--- src/rtl/tile_fetch_pkg.sv ---
package tile_fetch_pkg;

  // Bit width needed to index n items; never below 1.
  function automatic int idx_w(input int n);
    return (n <= 1) ? 1 : $clog2(n);
  endfunction

  // Clamp v into 0..hi.
  function automatic int clamp_i(input int v, input int hi);
    if (v < 0) return 0;
    if (v > hi) return hi;
    return v;
  endfunction

endpackage

--- src/rtl/tile_scan.sv ---
module tile_scan
  import tile_fetch_pkg::*;
#(
  parameter int IMG_W  = 32,
  parameter int IMG_H  = 24,
  parameter int CORE   = 8,
  parameter int MARGIN = 2,
  parameter int TX_W   = 2,
  parameter int TY_W   = 2,
  parameter int RC_W   = 4,
  parameter int ADDR_W = 10
) (
  input  logic              clk,
  input  logic              rst,
  input  logic              launch,
  input  logic              step,
  output logic              active,
  output logic [ADDR_W-1:0] addr,
  output logic [TX_W-1:0]   tile_x,
  output logic [TY_W-1:0]   tile_y,
  output logic [RC_W-1:0]   row,
  output logic [RC_W-1:0]   col,
  output logic              in_core,
  output logic              first_px,
  output logic              last_px
);
  localparam int SIDE    = CORE + 2 * MARGIN;
  localparam int TILES_X = IMG_W / CORE;
  localparam int TILES_Y = IMG_H / CORE;

  logic [TX_W-1:0] tx_q;
  logic [TY_W-1:0] ty_q;
  logic [RC_W-1:0] r_q, c_q;
  logic            act_q;

  logic end_c, end_r, end_tx, end_ty;
  assign end_c  = (c_q == RC_W'(SIDE - 1));
  assign end_r  = (r_q == RC_W'(SIDE - 1));
  assign end_tx = (tx_q == TX_W'(TILES_X - 1));
  assign end_ty = (ty_q == TY_W'(TILES_Y - 1));

  always_ff @(posedge clk) begin
    if (rst) begin
      act_q <= 1'b0;
      tx_q  <= '0;
      ty_q  <= '0;
      r_q   <= '0;
      c_q   <= '0;
    end else if (launch && !act_q) begin
      act_q <= 1'b1;
      tx_q  <= '0;
      ty_q  <= '0;
      r_q   <= '0;
      c_q   <= '0;
    end else if (act_q && step) begin
      if (!end_c) begin
        c_q <= c_q + 1'b1;
      end else begin
        c_q <= '0;
        if (!end_r) begin
          r_q <= r_q + 1'b1;
        end else begin
          r_q <= '0;
          if (!end_tx) begin
            tx_q <= tx_q + 1'b1;
          end else begin
            tx_q <= '0;
            if (!end_ty) begin
              ty_q <= ty_q + 1'b1;
            end else begin
              ty_q  <= '0;
              act_q <= 1'b0;
            end
          end
        end
      end
    end
  end

  // Frame coordinate of the current sample, with edge replication.
  always_comb begin
    int ix;
    int iy;
    ix = int'(tx_q) * CORE + int'(c_q) - MARGIN;
    iy = int'(ty_q) * CORE + int'(r_q) - MARGIN;
    ix = clamp_i(ix, IMG_W - 1);
    iy = clamp_i(iy, IMG_H - 1);
    addr = ADDR_W'(iy * IMG_W + ix);
  end

  logic row_in, col_in;
  assign row_in = (r_q >= RC_W'(MARGIN)) && (r_q < RC_W'(MARGIN + CORE));
  assign col_in = (c_q >= RC_W'(MARGIN)) && (c_q < RC_W'(MARGIN + CORE));

  assign active   = act_q;
  assign tile_x   = tx_q;
  assign tile_y   = ty_q;
  assign row      = r_q;
  assign col      = c_q;
  assign in_core  = row_in && col_in;
  assign first_px = (r_q == '0) && (c_q == '0);
  assign last_px  = end_r && end_c;

endmodule

--- src/rtl/tile_queue.sv ---
module tile_queue
  import tile_fetch_pkg::*;
#(
  parameter int DATA_W = 32,
  parameter int DEPTH  = 2,
  localparam int PTR_W = idx_w(DEPTH),
  localparam int CNT_W = $clog2(DEPTH + 1)
) (
  input  logic              clk,
  input  logic              rst,
  input  logic              push,
  input  logic [DATA_W-1:0] din,
  input  logic              pop,
  output logic [DATA_W-1:0] dout,
  output logic [CNT_W-1:0]  count
);
  logic [DATA_W-1:0] slot_q [DEPTH];
  logic [PTR_W-1:0]  wp_q, rp_q;
  logic [CNT_W-1:0]  cnt_q;

  function automatic logic [PTR_W-1:0] nxt(input logic [PTR_W-1:0] p);
    return (p == PTR_W'(DEPTH - 1)) ? '0 : p + 1'b1;
  endfunction

  always_ff @(posedge clk) begin
    if (push) slot_q[wp_q] <= din;
  end

  always_ff @(posedge clk) begin
    if (rst) begin
      wp_q  <= '0;
      rp_q  <= '0;
      cnt_q <= '0;
    end else begin
      if (push) wp_q <= nxt(wp_q);
      if (pop)  rp_q <= nxt(rp_q);
      case ({push, pop})
        2'b10:   cnt_q <= cnt_q + 1'b1;
        2'b01:   cnt_q <= cnt_q - 1'b1;
        default: cnt_q <= cnt_q;
      endcase
    end
  end

  assign dout  = slot_q[rp_q];
  assign count = cnt_q;

endmodule

--- src/rtl/tile_fetch.sv ---
module tile_fetch
  import tile_fetch_pkg::*;
#(
  parameter int IMG_W      = 32,
  parameter int IMG_H      = 24,
  parameter int CORE       = 8,
  parameter int MASK       = 3,
  parameter int PIX_W      = 16,
  parameter int FIFO_DEPTH = 2,
  localparam int MARGIN  = (MASK + 1) / 2,
  localparam int SIDE    = CORE + MASK + 1,
  localparam int TILES_X = IMG_W / CORE,
  localparam int TILES_Y = IMG_H / CORE,
  localparam int TX_W    = idx_w(TILES_X),
  localparam int TY_W    = idx_w(TILES_Y),
  localparam int RC_W    = idx_w(SIDE),
  localparam int ADDR_W  = idx_w(IMG_W * IMG_H)
) (
  input  logic              clk,
  input  logic              rst,
  input  logic              start,
  output logic              busy,
  output logic              rd_en,
  output logic [ADDR_W-1:0] rd_addr,
  input  logic [PIX_W-1:0]  rd_data,
  output logic              out_valid,
  input  logic              out_ready,
  output logic [PIX_W-1:0]  out_pix,
  output logic [TX_W-1:0]   out_tile_x,
  output logic [TY_W-1:0]   out_tile_y,
  output logic [RC_W-1:0]   out_row,
  output logic [RC_W-1:0]   out_col,
  output logic              out_core,
  output logic              out_sot,
  output logic              out_eot
);
  localparam int TAG_W = TY_W + TX_W + 2 * RC_W + 3;
  localparam int ENT_W = PIX_W + TAG_W;
  localparam int CNT_W = $clog2(FIFO_DEPTH + 1);

  logic              gen_active;
  logic [ADDR_W-1:0] gen_addr;
  logic [TX_W-1:0]   gen_tx;
  logic [TY_W-1:0]   gen_ty;
  logic [RC_W-1:0]   gen_row, gen_col;
  logic              gen_core, gen_first, gen_last;
  logic              issue;
  logic              busy_q;

  tile_scan #(
    .IMG_W (IMG_W), .IMG_H (IMG_H), .CORE (CORE), .MARGIN (MARGIN),
    .TX_W (TX_W), .TY_W (TY_W), .RC_W (RC_W), .ADDR_W (ADDR_W)
  ) scan_i (
    .clk      (clk),
    .rst      (rst),
    .launch   (start && !busy_q),
    .step     (issue),
    .active   (gen_active),
    .addr     (gen_addr),
    .tile_x   (gen_tx),
    .tile_y   (gen_ty),
    .row      (gen_row),
    .col      (gen_col),
    .in_core  (gen_core),
    .first_px (gen_first),
    .last_px  (gen_last)
  );

  // One read in flight: its tag travels beside the memory latency.
  logic             inflight_q;
  logic [TAG_W-1:0] tag_q;

  always_ff @(posedge clk) begin
    if (rst) inflight_q <= 1'b0;
    else     inflight_q <= issue;
  end

  always_ff @(posedge clk) begin
    if (issue) tag_q <= {gen_ty, gen_tx, gen_row, gen_col, gen_core, gen_first, gen_last};
  end

  logic [CNT_W-1:0] q_count;
  logic [ENT_W-1:0] q_head;
  logic             pop;

  tile_queue #(.DATA_W (ENT_W), .DEPTH (FIFO_DEPTH)) queue_i (
    .clk   (clk),
    .rst   (rst),
    .push  (inflight_q),
    .din   ({rd_data, tag_q}),
    .pop   (pop),
    .dout  (q_head),
    .count (q_count)
  );

  assign out_valid = (q_count != '0);
  assign pop       = out_valid && out_ready;

  // Credit: entries held plus the read in flight, minus this cycle's pop.
  always_comb begin
    int occ;
    occ   = int'(q_count) + int'(inflight_q) - int'(pop);
    issue = gen_active && (occ < FIFO_DEPTH);
  end

  assign rd_en   = issue;
  assign rd_addr = gen_addr;

  assign {out_pix, out_tile_y, out_tile_x, out_row, out_col,
          out_core, out_sot, out_eot} = q_head;

  logic final_beat;
  assign final_beat = pop && out_eot &&
                      (out_tile_x == TX_W'(TILES_X - 1)) &&
                      (out_tile_y == TY_W'(TILES_Y - 1));

  always_ff @(posedge clk) begin
    if (rst)                  busy_q <= 1'b0;
    else if (!busy_q && start) busy_q <= 1'b1;
    else if (final_beat)      busy_q <= 1'b0;
  end

  assign busy = busy_q;

endmodule

--- config.mk ---
export PLATFORM = sky130hd
export DESIGN_NAME = tile_fetch
export DESIGN_NICKNAME = d
export VERILOG_FILES = /design/src/rtl/tile_fetch_pkg.sv /design/src/rtl/tile_scan.sv /design/src/rtl/tile_queue.sv /design/src/rtl/tile_fetch.sv
export SDC_FILE = /design/constraint.sdc
export NUM_CORES = 1
export LEC_CHECK = 0
export CORE_MARGIN = 2
export CORE_UTILIZATION = 45
export CTS_CLUSTER_SIZE = 24
export DETAILED_ROUTE_END_ITERATION = 10
export DONT_BUFFER_PORTS = 1
export MAX_ROUTING_LAYER = met4
export PLACE_DENSITY = 0.67
export SLEW_MARGIN = 40
export SYNTH_ARGS = -nofsm -noshare
export SYNTH_HDL_FRONTEND = slang
export SYNTH_SLANG_ARGS = --single-unit
--- constraint.sdc ---
create_clock -name clk -period 4.5 [get_ports clk]
set_clock_uncertainty 0.15 [all_clocks]
set_input_delay 0.9 -clock clk [delete_from_list [all_inputs] [get_ports clk]]
set_output_delay 0.9 -clock clk [all_outputs]
set_load 0.03 [all_outputs]
* Yosys cells after proc, flatten, opt, wreduce, memory -nomap -nowiden *
Memory sizes are Yosys's and may differ from the RTL's. A register that Yosys moved wholly into a read port is not among the register bits.
Cells that the tools add are included.

cells by class
  add/subtract/negate cells = 15
  $lt $le $gt $ge = 9
  eq/ne operators = 8
  mux-type cells = 31
  reductions and logical operators = 30

operator list
  kind                                                                                  number
  32-bit by 6-bit > comparator with 1-bit output (second input constant)                1
  32-bit by 1-bit < comparator with 1-bit output (second input constant)                1
  1-bit 2-to-1 mux                                                                      20
  10-bit 2-to-1 mux                                                                     2
  5-bit 2-to-1 mux                                                                      4
  2-bit nonzero test                                                                    8
  6-bit by 2-bit subtractor with 7-bit output (second input constant)                   2
  1-bit logical AND                                                                     13
  5-bit by 4-bit adder with 6-bit output                                                2
  10-bit adder                                                                          1
  2-bit == test (second input constant)                                                 5
  4-bit by 1-bit adder with 4-bit output (second input constant)                        2
  4-bit == test (second input constant)                                                 2
  4-bit by 2-bit greater-or-equal comparator with 1-bit output (second input constant)  2
  4-bit logical NOT                                                                     2
  4-bit < comparator (second input constant)                                            2
  4-bit 2-to-1 mux                                                                      2
  7-bit by 6-bit > comparator with 1-bit output (second input constant)                 1
  7-bit by 1-bit < comparator with 1-bit output (second input constant)                 1
  2-bit by 1-bit adder with 2-bit output (second input constant)                        3
  5-bit AND reduction                                                                   1
  4-bit by 3-bit < comparator with 1-bit output (second input constant)                 1
  2-bit 2-to-1 mux                                                                      2
  2-bit one-hot mux with 2 select lines                                                 1
  other kinds (10)                                                                      12

word-level totals
  register bits = 34
  memory bits (writable) = 62
  input port bits = 20
  output and inout bits = 44
  word-level logic and storage cells = 105
  memories kept = 1

memory list
  memory          words  width  read ports  clocked after memory_dff  write ports  RTL line          text
  queue_i.slot_q  2      31     1           1                         1            tile_queue.sv:17  logic [DATA_W-1:0] slot_q [DEPTH];

* Depth between registers and ports, before layout *
  word-level depth = 8
  mapped depth = 12
  depth with buffers taken out = 12

* Hierarchy *
From an unflattened synthesis, not the netlist that was laid out.

unflattened totals
  cells, all modules = 302
  area, all modules = 4291.6 um^2

by module, submodules not included
  module      times used  cells an instance  area an instance (um^2)  seq. area each (um^2)
  tile_queue  1           116                2418.6                   1961.9
  tile_scan   1           156                1261.2                   260.2
  tile_fetch  1           30                 611.8                    490.5

* Least setup slack after synthesis *
No wires, ideal clock.

  path type = input to output
  start point = in out_ready
  end point = out rd_en
  arrival = 2647 ps
  required time = 3450 ps
  setup slack = 803 ps
  stages = 8
  path buffers = 0
  cells stage by stage = and2_1 -> ha_1 -> or2b_1 -> fa_1 -> xnor2_1 -> a22oi_4 -> nand2b_4 -> inv_6

on the way
  cells in the longest elaborated chain, start to end = 4

RTL lines
  what                                           RTL line           text
  start, declared                                tile_fetch.sv:27   input logic out_ready,
  1-bit logical AND                              tile_fetch.sv:97   assign pop = out_valid && out_ready;
  3-bit by 1-bit subtractor with 4-bit output    tile_fetch.sv:102  occ = int'(q_count) + int'(inflight_q) - int'(pop);
  4-bit by 3-bit < comparator with 1-bit output  tile_fetch.sv:103  issue = gen_active && (occ < FIFO_DEPTH);
  1-bit logical AND                              tile_fetch.sv:103
  end, declared                                  tile_fetch.sv:23   output logic rd_en,

No other way between the ends.

* Worst setup path in the final report *
  start point = reg queue_i.cnt_q[1], in the netlist queue_i.count[1]
  end point = out rd_en

on the way
  cells in the longest elaborated chain, start to end = 5
  elaborated cells on any way between the ends = 6
  those cells by class = 2 x add/sub; 1 x order compare; 3 x reduce/logical

RTL lines
  what                                           RTL line           text
  start, declared                                tile_queue.sv:19   logic [CNT_W-1:0] cnt_q;
  start signal, assigned                         tile_queue.sv:38   2'b10: cnt_q <= cnt_q + 1'b1;
  start signal, assigned                         tile_queue.sv:39   2'b01: cnt_q <= cnt_q - 1'b1;
  start signal, assigned                         tile_queue.sv:40   default: cnt_q <= cnt_q;
  2-bit nonzero test                             tile_fetch.sv:96   assign out_valid = (q_count != '0);
  via out_valid                                  tile_fetch.sv:26   output logic out_valid,
  1-bit logical AND                              tile_fetch.sv:97
  via pop                                        tile_fetch.sv:84   logic pop;
  3-bit by 1-bit subtractor with 4-bit output    tile_fetch.sv:102
  4-bit by 3-bit < comparator with 1-bit output  tile_fetch.sv:103
  1-bit logical AND                              tile_fetch.sv:103

The timed path passes the listed nets, and every way through them passes these cells.

==> flow_metrics.py <==
metrics = {
    "run_status": {
        "result_of_the_run": "finished, final reports clean",
    },
    "clock_network": {
        "cts.root.buffer_cell": "sky130_fd_sc_hd__clkbuf_8",
        "clock_sink_count": 97,
        "tritoncts.num_buffers": 9,
        "tritoncts": "yes",
        "post_cts_sizing": 0,
        "hold_buffers": 0,
        "post-cts-setup-buffer-count": 0,
        "ctsLongestPathBuffers": 2,
        "path_clk_slew_ns": 0.10,
        "clock_latency_ns": 0.36,
        "ctsHtreeMaxLevel": 3,
    },
    "synthesis": {
        "synth_warnings": 0,
        "synth-seq-area-share": 0.6168,
        "synthesis.instances": 311,
        "synth_edf_count": 77,
        "syn-cell-area_mm2": 0.004398,
        "net_count_after_synthesis": 360,
        "yosysUniqueCellTypes": 50,
        "synth_top_cell_by_area": "sky130_fd_sc_hd__edfxtp_1",
        "ys_top_cells_by_area": "sky130_fd_sc_hd__edfxtp_1, sky130_fd_sc_hd__dfxtp_1, sky130_fd_sc_hd__mux2_2, sky130_fd_sc_hd__ha_1, sky130_fd_sc_hd__inv_1",
        "synth_commonest_cells": "sky130_fd_sc_hd__edfxtp_1, sky130_fd_sc_hd__mux2_2, sky130_fd_sc_hd__ha_1",
        "syn_avg_cell_area_um2": 14.14,
        "postSynthRegisterBits": 97,
        "area_share_of_the_leading_cell_type_in_the_synthesized_netlist": 0.5257,
        "asyncSetResetFlopFracSynth": 0,
        "synthMostInstantiatedCell": "sky130_fd_sc_hd__edfxtp_1",
        "synth-main-ff-cell": "sky130_fd_sc_hd__edfxtp_1",
    },
    "detailed_routing": {
        "detail_route.wirelength_mm": 7.023,
        "route.vias.total": 2371,
        "drc": 0,
        "route.antenna.remaining_nets": 0,
        "wl_per_cell_um": 15.37,
        "drt_iter0_markers": 145,
        "first_pass_iters": 4,
        "vias_per_cell": 5.188,
    },
    "die": {
        "standard_cell_row_count": 36,
        "io_pins": 64,
        "fp.dieArea_mm2": 0.01058,
        "die_h_um": 102.9,
        "start_util": 0.4563,
        "die_width_um": 102.9,
        "core_area_mm2": 0.009639,
    },
    "flow_run": {
        "drv.max_cap_violation_count": 0,
    },
    "grt": {
        "first_pass_grt_wire_length_mm": 10.58,
        "first_global_vias": 2244,
        "grt_start_max_net_pins": 34,
        "antenna_found_initial": 0,
        "grt_usage": 0.1375,
        "gr-total-overflow": 0,
    },
    "sta": {
        "worst_pin_slew_ns": 0.6782,
        "max_freq_mhz": 240.3,
        "final.min_clock_period_ns": 4.161,
        "rsz0062_at_grt": "false",
        "report.final.slew_viol_count": 0,
        "number_of_endpoints_with_negative_hold_slack_in_the_final_report": 0,
        "timing.final.crit_share": 0.9248,
        "fin_tns_setup_ns": 0,
        "relSlewSlack": 0.5476,
        "final-setup-viol-count": 0,
    },
    "final_layout": {
        "drive_above_1_share": 0.2068,
        "finish.net_count": 368,
        "antenna-diode-count": 0,
        "area.growth.synth_to_final_pct": 8.791,
        "finalCoreUtilization": 0.4964,
    },
    "pwr": {
        "leakagePower_nw": 1.702,
        "ir_worst_vdd_uv": 173.0,
        "p_total_w": 0.002223,
        "power_density_mw_per_mm2": 464.6,
    },
    "setup_path": {
        "crit_type": "reg -> out",
        "startpoint_type": "flip-flop",
        "worst-endpoint-required_ns": 3.45,
        "signal_arrival_time_at_the_worst_endpoint_ns": 3.11,
        "end_kind": "output port",
        "critical_path_peak_fanout": 20,
    },
    "place": {
        "dp_hpwl_mm": 4.834,
        "port_buffers": 0,
        "gpl.final_weighted_congestion": 0.7374,
    },
    "hold_path": {
        "hold_removal_path_class": "reg -> reg",
    },
}
==> report_power, final <==
| group | switching, W | internal, W |
|---|---|---|
| clock | 0.000290 | 0.000313 |
| sequential | 0.0000413 | 0.00108 |
| combinational | 0.000346 | 0.000156 |
| total | 0.000677 | 0.00155 |
==> path summary, 6_finish.rpt <==
kind / start / endpoint / slack [ns] / depth (start not counted)
min: tag_q[8] / queue_i.slot_q[1][8] / 0.29 / 0
min reg2reg: tag_q[8] / queue_i.slot_q[1][8] / 0.29 / 0
max reg2reg: queue_i.count[1] / scan_i.col[3] / 1.15 / 11
max: queue_i.count[1] / rd_en / 0.34 / 9
==> routing by layer <==
layer,global-route usage,up-vias,part of all wire
met2,0.2157,62,0.48
li1,-,1148,-
met5,-,-,0
met4,0.07389,0,0.022
met1,0.1579,1150,0.44
met3,0.04339,11,0.062
==> critical path, stage by stage (launching register included) <==
cell and delay, ns:
sky130_fd_sc_hd__dfxtp_1 0.39, sky130_fd_sc_hd__or2_2 0.41, sky130_fd_sc_hd__and2_1 0.25, sky130_fd_sc_hd__ha_1 0.30
sky130_fd_sc_hd__or2b_1 0.24, sky130_fd_sc_hd__fa_1 0.38, sky130_fd_sc_hd__xnor2_1 0.24, sky130_fd_sc_hd__a22oi_4 0.13
sky130_fd_sc_hd__nand2b_4 0.21, sky130_fd_sc_hd__inv_6 0.20
==> layout make-up <==
| cell class | count | area, um2 |
|---|---|---|
| Multi-Input combinational cell | 182 | 1563 |
| Clock inverter | 7 | 93.84 |
| Timing Repair Buffer | 3 | 22.52 |
| Sequential cell | 97 | 2713 |
| Clock buffer | 9 | 123.9 |
| Tap cell | 133 | 166.4 |
| Inverter | 26 | 102.6 |
| Fill cell | 843 | 4855 |
==> placed cells by master (no fill, tap or decap), types with 5 or more instances in the layout <==
cell	instances
sky130_fd_sc_hd__edfxtp_1	77
sky130_fd_sc_hd__mux2_2	31
sky130_fd_sc_hd__ha_1	26
sky130_fd_sc_hd__inv_1	25
sky130_fd_sc_hd__dfxtp_1	20
sky130_fd_sc_hd__a21oi_1	18
sky130_fd_sc_hd__nor2_1	17
sky130_fd_sc_hd__nand2_1	9
sky130_fd_sc_hd__clkbuf_8	9
sky130_fd_sc_hd__xnor2_1	7
sky130_fd_sc_hd__nor3_1	6
sky130_fd_sc_hd__o21ai_0	5
sky130_fd_sc_hd__nand3_1	5
sky130_fd_sc_hd__mux2i_1	5
==> per-stage QoR <==
step / cells / instance area [um2] / setup WS (ns) / hold slack (ns)
global route: 457 / 4785 / 0.1787 / 0.3126
global placement: 441 / 4563 / 0.7167 / 0.2736
floorplan: 311 / 4398 / 0.8027 / 0.2715
finish: 457 / 4785 / 0.3386 / 0.2933
detailed placement: 441 / 4567 / 0.6590 / 0.2838
CTS: 457 / 4785 / 0.3202 / 0.3010
==> sequential cells by signal, summed over array words and instances (netlist names), named ones only <==
register / count
tag_q: 15
queue_i.count: 2
scan_i.col: 4
scan_i.tile_y: 2
queue_i.wp_q: 1
queue_i.rp_q: 1
scan_i.tile_x: 2
scan_i.active: 1
scan_i.row: 4
inflight_q: 1
queue_i.slot_q: 62
busy: 1
==> kinds of logic after synthesis <==
| kind of cell | after synthesis | synth area share |
|---|---|---|
| flip-flops | 97 | 0.6168 |
| AND/OR/NAND/NOR | 64 | 0.08990 |
| AO/OA/AOI/OAI | 43 | 0.06685 |
| multiplexers | 36 | 0.09075 |
| buffers and inverters | 32 | 0.02930 |
| adder cells (fa/ha/maj) | 29 | 0.08762 |
| XOR/XNOR | 9 | 0.01792 |
| other | 1 | 0.0008527 |
No activity file was read; power rests on OpenSTA's default activity.
